<file path="src/rtl/rx_lo_pkg.sv">
package rx_lo_pkg;

   // Number of pad symbols that move a marker found in lane `lane` to lane 0.
   function automatic int unsigned pads_for_lane(input int unsigned lane,
                                                 input int unsigned lanes);
      return (lane == 0) ? 0 : lanes - lane;
   endfunction

endpackage

</file>
<file path="src/rtl/rx_lo_detect.sv">
module rx_lo_detect #(
   parameter int unsigned          LANES     = 4,
   parameter int unsigned          SYM_W     = 10,
   parameter int unsigned          LW        = 2,
   parameter logic [SYM_W-1:0]     ALIGN_SYM = 10'h27C
) (
   input  logic [LANES*SYM_W-1:0]  data_i,
   input  logic [LANES-1:0]        ctl_i,
   output logic                    hit_o,
   output logic [LW-1:0]           lane_o
);

   logic [LANES-1:0] match;

   // one comparator per lane: marker value and control flag set
   for (genvar g = 0; g < LANES; g++) begin : g_cmp
      assign match[g] = ctl_i[g] && (data_i[g*SYM_W +: SYM_W] == ALIGN_SYM);
   end

   // lowest matching lane wins: scan downward so the last write is the lowest
   always_comb begin
      lane_o = '0;
      for (int j = LANES - 1; j >= 0; j--) begin
         if (match[j]) lane_o = LW'(j);
      end
   end

   assign hit_o = |match;

endmodule

</file>
<file path="src/rtl/rx_lo_shift.sv">
module rx_lo_shift #(
   parameter int unsigned          LANES   = 4,
   parameter int unsigned          SYM_W   = 10,
   parameter int unsigned          LW      = 2,
   parameter logic [SYM_W-1:0]     PAD_SYM = 10'h1A5
) (
   input  logic [LANES*SYM_W-1:0]  data_i,
   input  logic [LANES-1:0]        ctl_i,
   input  logic [LANES*SYM_W-1:0]  carry_data_i,
   input  logic [LANES-1:0]        carry_ctl_i,
   input  logic                    ins_i,       // padding word
   input  logic [LW-1:0]           lane_i,      // marker lane on a padding word
   input  logic [LW-1:0]           k_i,         // established shift
   input  logic [LW-1:0]           k_eff_i,     // shift that governs the next carry
   output logic [LANES*SYM_W-1:0]  data_o,
   output logic [LANES-1:0]        ctl_o,
   output logic [LANES*SYM_W-1:0]  carry_data_o,
   output logic [LANES-1:0]        carry_ctl_o
);

   always_comb begin
      int k;
      int lane;
      k    = int'(k_i);
      lane = int'(lane_i);
      for (int j = 0; j < int'(LANES); j++) begin
         if (ins_i) begin
            if (j < lane) begin
               data_o[j*SYM_W +: SYM_W] = data_i[j*SYM_W +: SYM_W];
               ctl_o[j]                 = ctl_i[j];
            end else begin
               data_o[j*SYM_W +: SYM_W] = PAD_SYM;
               ctl_o[j]                 = 1'b0;
            end
         end else if (j < k) begin
            data_o[j*SYM_W +: SYM_W] = carry_data_i[j*SYM_W +: SYM_W];
            ctl_o[j]                 = carry_ctl_i[j];
         end else begin
            data_o[j*SYM_W +: SYM_W] = data_i[(j-k)*SYM_W +: SYM_W];
            ctl_o[j]                 = ctl_i[j-k];
         end
      end
   end

   // top k_eff lanes of this word spill into the next one
   always_comb begin
      int ke;
      ke = int'(k_eff_i);
      for (int j = 0; j < int'(LANES); j++) begin
         if (j < ke) begin
            carry_data_o[j*SYM_W +: SYM_W] = data_i[(int'(LANES)-ke+j)*SYM_W +: SYM_W];
            carry_ctl_o[j]                 = ctl_i[int'(LANES)-ke+j];
         end else begin
            carry_data_o[j*SYM_W +: SYM_W] = '0;
            carry_ctl_o[j]                 = 1'b0;
         end
      end
   end

endmodule

</file>
<file path="src/rtl/rx_lo_ctrl.sv">
module rx_lo_ctrl
   import rx_lo_pkg::*;
#(
   parameter int unsigned LANES = 4,
   parameter int unsigned LW    = 2
) (
   input  logic          clk,
   input  logic          rst,
   input  logic          word_sync_i,
   input  logic          hit_i,
   input  logic [LW-1:0] hit_lane_i,
   output logic          ins_o,
   output logic [LW-1:0] k_o,
   output logic [LW-1:0] k_eff_o,
   output logic          done_o
);

   logic          sync_q;
   logic          armed_q;
   logic          fixed_q;
   logic          pend_q;
   logic          done_q;
   logic [LW-1:0] k_q;
   logic          rise;
   logic          scan;
   logic          take;
   logic [LW-1:0] pads;

   assign rise    = word_sync_i & ~sync_q;
   assign scan    = (armed_q | rise) & ~fixed_q;
   assign take    = scan & hit_i;
   assign pads    = LW'(pads_for_lane(int'(hit_lane_i), LANES));
   assign ins_o   = take && (hit_lane_i != '0);
   assign k_eff_o = ins_o ? pads : k_q;
   assign k_o     = k_q;
   assign done_o  = done_q;

   always_ff @(posedge clk) begin
      if (rst) begin
         sync_q  <= 1'b0;
         armed_q <= 1'b0;
         fixed_q <= 1'b0;
         pend_q  <= 1'b0;
         done_q  <= 1'b0;
         k_q     <= '0;
      end else begin
         sync_q <= word_sync_i;
         pend_q <= 1'b0;
         if (scan) armed_q <= 1'b1;
         if (take) begin
            fixed_q <= 1'b1;
            if (ins_o) begin
               k_q    <= pads;
               pend_q <= 1'b1;
            end else begin
               done_q <= 1'b1;
            end
         end
         if (pend_q) done_q <= 1'b1;
      end
   end

endmodule

</file>
<file path="src/rtl/rx_lane_orderer.sv">
module rx_lane_orderer #(
   parameter int unsigned          LANES     = 4,
   parameter int unsigned          SYM_W     = 10,
   parameter logic [SYM_W-1:0]     ALIGN_SYM = 10'h27C,
   parameter logic [SYM_W-1:0]     PAD_SYM   = 10'h1A5
) (
   input  logic                    clk,
   input  logic                    rst,
   input  logic                    word_sync_i,
   input  logic [LANES*SYM_W-1:0]  lane_data_i,
   input  logic [LANES-1:0]        lane_ctl_i,
   output logic [LANES*SYM_W-1:0]  lane_data_o,
   output logic [LANES-1:0]        lane_ctl_o,
   output logic                    order_done_o
);

   localparam int unsigned LW = (LANES > 1) ? $clog2(LANES) : 1;
   localparam int unsigned DW = LANES * SYM_W;

   if (LANES < 2) begin : g_bad_lanes
      $error("rx_lane_orderer: LANES must be at least 2");
   end
   if (SYM_W < 2) begin : g_bad_width
      $error("rx_lane_orderer: SYM_W must be at least 2");
   end
   if (ALIGN_SYM == PAD_SYM) begin : g_bad_syms
      $error("rx_lane_orderer: pad symbol must differ from marker");
   end

   logic          hit;
   logic [LW-1:0] hit_lane;
   logic          ins;
   logic [LW-1:0] k_cur;
   logic [LW-1:0] k_eff;
   logic          done;
   logic [DW-1:0]    nxt_data, carry_data_q, nxt_carry_data;
   logic [LANES-1:0] nxt_ctl,  carry_ctl_q,  nxt_carry_ctl;

   rx_lo_detect #(.LANES(LANES), .SYM_W(SYM_W), .LW(LW), .ALIGN_SYM(ALIGN_SYM)) u_det (
      .data_i (lane_data_i),
      .ctl_i  (lane_ctl_i),
      .hit_o  (hit),
      .lane_o (hit_lane)
   );

   rx_lo_ctrl #(.LANES(LANES), .LW(LW)) u_ctrl (
      .clk         (clk),
      .rst         (rst),
      .word_sync_i (word_sync_i),
      .hit_i       (hit),
      .hit_lane_i  (hit_lane),
      .ins_o       (ins),
      .k_o         (k_cur),
      .k_eff_o     (k_eff),
      .done_o      (done)
   );

   rx_lo_shift #(.LANES(LANES), .SYM_W(SYM_W), .LW(LW), .PAD_SYM(PAD_SYM)) u_shift (
      .data_i       (lane_data_i),
      .ctl_i        (lane_ctl_i),
      .carry_data_i (carry_data_q),
      .carry_ctl_i  (carry_ctl_q),
      .ins_i        (ins),
      .lane_i       (hit_lane),
      .k_i          (k_cur),
      .k_eff_i      (k_eff),
      .data_o       (nxt_data),
      .ctl_o        (nxt_ctl),
      .carry_data_o (nxt_carry_data),
      .carry_ctl_o  (nxt_carry_ctl)
   );

   always_ff @(posedge clk) begin
      if (rst) begin
         lane_data_o  <= '0;
         lane_ctl_o   <= '0;
         carry_data_q <= '0;
         carry_ctl_q  <= '0;
      end else begin
         lane_data_o  <= nxt_data;
         lane_ctl_o   <= nxt_ctl;
         carry_data_q <= nxt_carry_data;
         carry_ctl_q  <= nxt_carry_ctl;
      end
   end

   assign order_done_o = done;

endmodule

</file>
<file path="config.mk">
export PLATFORM = sky130hd
export DESIGN_NAME = rx_lane_orderer
export DESIGN_NICKNAME = d
export VERILOG_FILES = /design/src/rtl/rx_lo_pkg.sv /design/src/rtl/rx_lo_detect.sv /design/src/rtl/rx_lo_shift.sv /design/src/rtl/rx_lo_ctrl.sv /design/src/rtl/rx_lane_orderer.sv
export SDC_FILE = /design/constraint.sdc
export NUM_CORES = 1
export LEC_CHECK = 0
export BUFFER_PORTS_ARGS = -buffer_cell sky130_fd_sc_hd__buf_2
export CORE_UTILIZATION = 30
export CTS_CLUSTER_DIAMETER = 30
export DETAILED_ROUTE_END_ITERATION = 6
export PLACE_DENSITY_LB_ADDON = 0.08
export SLEW_MARGIN = 20
export SYNTH_ARGS = -nofsm -noshare
export SYNTH_HDL_FRONTEND = slang
export SYNTH_SLANG_ARGS = --single-unit
export TNS_END_PERCENT = 10
</file>
<file path="constraint.sdc">
create_clock -name clk -period 8.1 [get_ports clk]
set_clock_uncertainty 0.15 [all_clocks]
set_input_delay 0.405 -clock clk [delete_from_list [all_inputs] [get_ports clk]]
set_output_delay 0.405 -clock clk [all_outputs]
set_load 0.005 [all_outputs]
</file>
==> impl_metrics.json, run 1 <==
{
  "dr_total_vias": 7534,
  "clk_pin_slew_ns": 0.06,
  "crit_slowest_cell": "fa_1",
  "multi_input_area_mm2": 0.005665,
  "synth_largest_area_cell": "mux4_2",
  "yosysTopAreaCellShare_pct": 22.56,
  "synth_ff_type": "dfxtp_1",
  "yosys_warnings": 0,
  "synth_seq_cells": 84,
  "std_cell_rows": 58,
  "fmax_mhz": 174.0,
  "async_reset_ff_share_pct": 0,
  "cap_violations": 0,
  "worst_slack_ns": 2.352,
  "grt_usage_pct": 26.65,
  "slew_headroom_pct": 31.50,
  "avgRoutedWirePerCell_um": 28.97,
  "crit_required_ns": 8.23,
  "worst_setup_path_end_kind": "flip-flop",
  "hp-class": "primary input to flip-flop",
  "clockBufferDepth": 2,
  "final.setup.tns_ns": 0,
  "hold_violations": 0,
  "ant_nets": 0,
  "place_ws_ns": 2.081,
  "portBuffers": 91,
  "postSynthAreaPerCell_um2": 9.014,
  "cts_inserted_buffers": 9,
  "p_leak_nw": 3.307,
  "synth_edf_count": 0,
  "cts_tree": "yes",
  "antenna_found_initial": 0,
  "route.detailed.drc": 0,
  "rsz0062_at_grt": "false",
  "power_density_mw_per_mm2": 122.1,
  "period_share_pct": 70.96,
  "cts_max_level": 3,
  "cts_sinks": 84,
  "setup_violations": 0,
  "viasPerCell": 6.160,
  "firstDrtPassIters": 5,
  "syn_inst": 875,
  "status": "completed",
  "drive_gt1_share_pct": 25.87,
  "worstSkewPairLatency_ns": 0.36,
  "dieArea_mm2": 0.02694,
  "postCtsResizedCells": 0,
  "cts_hold_buf": 0,
  "grt_pass1_wl_mm": 51.06,
  "drt-total-wl_mm": 35.43,
  "worstPathArrival_ns": 5.88,
  "initial_core_util_pct": 30.97,
  "ioPinCount": 92,
  "fin_crit_ns": 5.748,
  "cts_setup_buffers": 0,
  "nNetsFinal": 953,
  "synth_area_mm2": 0.007888,
  "final_common_cell": "buf_2",
  "core_area_mm2": 0.02547,
  "cts_root_buf": "clkbuf_16",
  "path_max_fanout": 52,
  "die_x_um": 164.1,
  "yosysSeqAreaShare_pct": 21.32,
  "drt-initial-drc-count": 874,
  "n_antenna_cell": 0,
  "syn_to_final_growth_pct": 10.74,
  "worst_pin_slew_ns": 1.020,
  "dieHeight_um": 164.1,
  "vdd_drop_max_uv": 91.21,
  "maxSlewViolCount": 0,
  "grt_max_degree": 58,
  "synth_cell_types": 71,
  "ys_top_cells_by_area": "mux4_2, dfxtp_1, mux2i_1",
  "grt_pass1_vias": 7178,
  "grt_overflow": 0,
  "max_stage_delay_ns": 0.65,
  "seq_area_mm2": 0.001685,
  "final_cell_mix": "buf_2, mux2i_1, nor2_1",
  "cpLargestDelayFamily": "simple AND/OR/NAND/NOR gates",
  "nFillCells": 2648,
  "critPathKind": "primary input to flip-flop",
  "place.gp.congestion": 0.8775,
  "path_cells": "buf_2, nand4b_4, nor4_4, nor2_1, o21ai_1, ha_1, inv_1, a21oi_2, nor2_8, buf_4, ha_1, inv_1, a211oi_1, fa_1, or4b_2, nor4_1, nand2_1, o21ai_0",
  "dp_hpwl_mm": 24.70,
  "setup.worst_path.start_class": "primary input",
  "worst-path-buf-inv": 4
}
==> worst register-to-register path, cell delays in order (launching register included) <==
cell      delay (ns)
dfxtp_1         0.29
nand2b_1        0.13
a21oi_1         0.37
o41a_2          0.33
nor4b_4         0.74
nor2_8          0.07
buf_4           0.38
ha_1            0.39
inv_1           0.31
a211oi_1        0.11
fa_1            0.65
or4b_2          0.61
nor4_1          0.33
nand2_1         0.10
o21ai_0         0.08
==> layer usage <==
metal	share of wire, %	vias up	GRT usage, %
met3	7.5	54	3.131
met5	0	-	0
met2	47	397	42.87
met4	2.8	0	8.796
met1	43	3775	36.86
li1	-	3308	-
==> stage by stage <==
| step | hold WS [ns] | power (mW) | util (%) | area (µm²) | std cells |
|---|---|---|---|---|---|
| 6_report | 0.1359 | 1.066 | 34.29 | 8735 | 1223 |
| 2_1_floorplan | 0.2727 | 0.5509 | - | 7891 | 876 |
| 4_1_cts | 0.1297 | 1.076 | 34.29 | 8735 | 1223 |
| 3_3_place_gp | 0.3080 | 0.6436 | 33.14 | 8442 | 1208 |
| 5_1_grt | 0.1410 | 1.103 | 34.29 | 8735 | 1223 |
| 3_5_place_dp | 0.2930 | 0.6413 | 33.14 | 8442 | 1208 |
==> power breakdown <==
part           total (mW)  internal (mW)  switching, mW
Combinational       0.208         0.0774          0.131
Sequential          0.428          0.425        0.00279
Clock               0.430          0.246          0.184
==> registers in the layout (all words and copies together), names as in the netlist <==
name            flops
carry_ctl_q         3
u_ctrl.armed_q      1
u_ctrl.sync_q       1
u_ctrl.fixed_q      1
carry_data_q       30
lane_data_o        40
lane_ctl_o          4
u_ctrl.done_o       1
u_ctrl.pend_q       1
u_ctrl.k_o          2
==> final timing paths <==
check	from	endpoint	slack, ns	cells after the start
setup / recovery	lane_data_i[9]	carry_data_q[19]	2.35	18
hold / removal	word_sync_i	u_ctrl.sync_q	0.14	2
setup reg to reg	u_ctrl.sync_q	carry_data_q[19]	3.00	14
hold reg to reg	u_ctrl.pend_q	u_ctrl.done_o	0.30	2
==> cell families (layout without fill, tap and decap cells) <==
group	count (synthesis)	count (layout)	synth area share (%)
AOI/OAI and AO/OA	222	222	17.97
xor gates and xnor gates	2	2	0.2221
buffers and inverters	131	148	7.059
muxes	180	180	35.60
DFF	84	84	21.32
adders and majority gates	17	17	2.792
and+or+nand+nor	238	238	14.99
other	1	2	0.04754
==> synth_stat cells, types with 7 or more instances <==
cell type  instances
and2_1            11
nor3_1            22
o211ai_1           8
a211oi_1          43
a21oi_1           56
mux2i_1           87
nor2_1            87
dfxtp_1           84
a31oi_1           15
nor2b_1            8
nand3_1            7
o22ai_1            7
buf_1              9
mux4_2            79
clkbuf_1          83
nand2_1           69
o21ai_0           45
ha_1              16
mux2_2            12
inv_1             24
==> area by class of cell <==
type                            instances  area share (%)
Multi-Input combinational cell        661           64.86
Tap cell                              330           4.727
Clock buffer                           11           2.779
Timing Repair Buffer                  107           6.589
Inverter                               26           1.175
Sequential cell                        84           19.30
Clock inverter                          4          0.5730
Note: power is estimated with default switching activity, not from simulation.
==> run 2, diff against run 1 <==
==> constraint.sdc (replaced) <==
create_clock -name clk -period 5.1 [get_ports clk]
set_clock_uncertainty 0.15 [all_clocks]
set_input_delay 0.255 -clock clk [delete_from_list [all_inputs] [get_ports clk]]
set_output_delay 0.255 -clock clk [all_outputs]
set_load 0.005 [all_outputs]
==> run 2 against run 1 <==
Worst hold slack got worse by 0.021 ns. Critical path depth increased by 1. Sequential cell count is the same. Die area unchanged. Combinational power increased by 76%. Worst setup slack got worse by 1.9 ns. First-iteration DRC count is 18% lower. Final cell count rose by 4.9%. Critical path type unchanged.
==> impl_metrics.json, run 2 (synthesized netlist as in run 1, its figures left out) <==
{
  "status": "completed",
  "die_x_um": 164.1,
  "hold_violations": 0,
  "nFillCells": 2618,
  "maxSlewViolCount": 0,
  "final_area_mm2": 0.009210,
  "ioPinCount": 92,
  "grt_pass1_vias": 7645,
  "dpl-instance-area_mm2": 0.008907,
  "clk_pin_slew_ns": 0.06,
  "place.gp.congestion": 0.9083,
  "worstSkewPairLatency_ns": 0.36,
  "n_antenna_cell": 0,
  "seq_area_mm2": 0.001685,
  "grt_max_degree": 59,
  "drt-total-wl_mm": 36.88,
  "viasPerCell": 6.204,
  "route.detailed.drc": 0,
  "antenna_found_initial": 1,
  "reg2reg_slack_ns": 0.91,
  "grt_pass1_wl_mm": 53.23,
  "drive_gt1_share_pct": 30.54,
  "rsz0062_at_grt": "false",
  "fin_crit_ns": 4.645,
  "path_max_fanout": 8,
  "dieArea_mm2": 0.02694,
  "worstPathArrival_ns": 4.78,
  "place_ws_ns": 0.09387,
  "final_cell_mix": "buf_2, mux2i_1, nor2_1",
  "slew_headroom_pct": 44.08,
  "power_density_mw_per_mm2": 187.8,
  "hp-class": "primary input to flip-flop",
  "dr_total_vias": 7960,
  "final.setup.tns_ns": 0,
  "worst_pin_slew_ns": 0.8358,
  "firstDrtPassIters": 5,
  "cts_inserted_buffers": 9,
  "setup.worst_path.start_class": "primary input",
  "grt_overflow": 0,
  "setup_violations": 0,
  "std_cell_rows": 58,
  "core_area_mm2": 0.02547,
  "dieHeight_um": 164.1,
  "clockBufferDepth": 2,
  "portBuffers": 91,
  "worst_slack_ns": 0.4547,
  "avgRoutedWirePerCell_um": 28.74,
  "crit_required_ns": 5.23,
  "critPathKind": "primary input to flip-flop",
  "cts_sinks": 84,
  "multi_input_area_mm2": 0.005683,
  "cts_root_buf": "clkbuf_16",
  "initial_core_util_pct": 30.97,
  "period_share_pct": 91.08,
  "dp_hpwl_mm": 26.27,
  "final_common_cell": "buf_2",
  "worst_setup_path_end_kind": "flip-flop",
  "cap_violations": 0,
  "cts_tree": "yes",
  "drt-initial-drc-count": 714,
  "report.power.total_mw": 1.730,
  "fmax_mhz": 215.3,
  "grt_usage_pct": 27.71,
  "ant_nets": 0,
  "reg_top3": "lane_data_o (40), carry_data_q (30), lane_ctl_o (4)",
  "largest_register_ffs": 40,
  "cts_max_level": 3,
  "syn_to_final_growth_pct": 16.77,
  "regMostFlops": "lane_data_o",
  "cts_setup_buffers": 0,
  "p_leak_nw": 3.595,
  "nNetsFinal": 1012,
  "vdd_drop_max_uv": 149.3
}
-- run 2: cell types whose count changed in the layout (fill, tap and decap cells not counted), sizes merged --
cell	previous run	this run
inv	25	27
clkinv	2	1
buf	107	165
dlygate4sd3	0	1
-- run 2: metrics by stage --
| stage | cells | hold slack [ns] | utilization (%) |
|---|---|---|---|
| 2_1_floorplan | 876 | 0.1964 | - |
| 3_3_place_gp | 1266 | 0.2954 | 34.97 |
| 6_report | 1283 | 0.1150 | 36.16 |
| 3_5_place_dp | 1266 | 0.2981 | 34.97 |
| 4_1_cts | 1283 | 0.1060 | 36.16 |
| 5_1_grt | 1283 | 0.1849 | 36.16 |
-- run 2: layout make-up --
cell class	count	share of cell area, %
inverters	26	1.114
multi-input cells	661	61.70
clock buffers	11	2.527
flip-flops and latches	84	18.30
clock inverters	5	0.6521
well taps	330	4.483
repair buffers	166	11.22
-- run 2: critical path, cell delays in order --
cell and delay, ns:
buf_2 0.10, nand4bb_1 0.28, or4_1 0.58, a21oi_2 0.17, nor2_1 0.07, inv_1 0.08, ha_1 0.24, inv_1 0.13
and2_1 0.18, mux2i_1 0.32, inv_1 0.14, ha_1 0.42, nor3_1 0.22, a211oi_1 0.09, fa_1 0.53, or4b_2 0.60
nor4_2 0.21, nand2_1 0.08, o21ai_0 0.07
-- run 2: metal layers --
layer  GRT usage, %  up-vias  part of all wire [%]
met2          42.88      488                    45
met3          5.859      118                   8.9
met5              0        -                     0
li1               -     3431                     -
met1          36.37     3923                    42
met4          13.72        0                   4.5
-- run 2: timing repair --
action / in CTS / in global routing
endpoints found under the hold margin: 1 / 0
hold buffers: 1 / 0
gates resized for setup: 0 / 0
-- run 2: final timing paths --
check	startpoint	endpoint	depth (start not counted)
min reg2reg	u_ctrl.pend_q	u_ctrl.done_o	2
max	lane_data_i[21]	carry_data_q[18]	19
max reg2reg	u_ctrl.sync_q	carry_data_q[18]	14
min	lane_ctl_i[1]	lane_ctl_o[1]	3
-- run 2: power breakdown --
part	switching, mW	internal, mW	leakage [nW]
registers	0.00417	0.675	0.690
clock network	0.302	0.383	0.137
logic	0.221	0.145	2.77
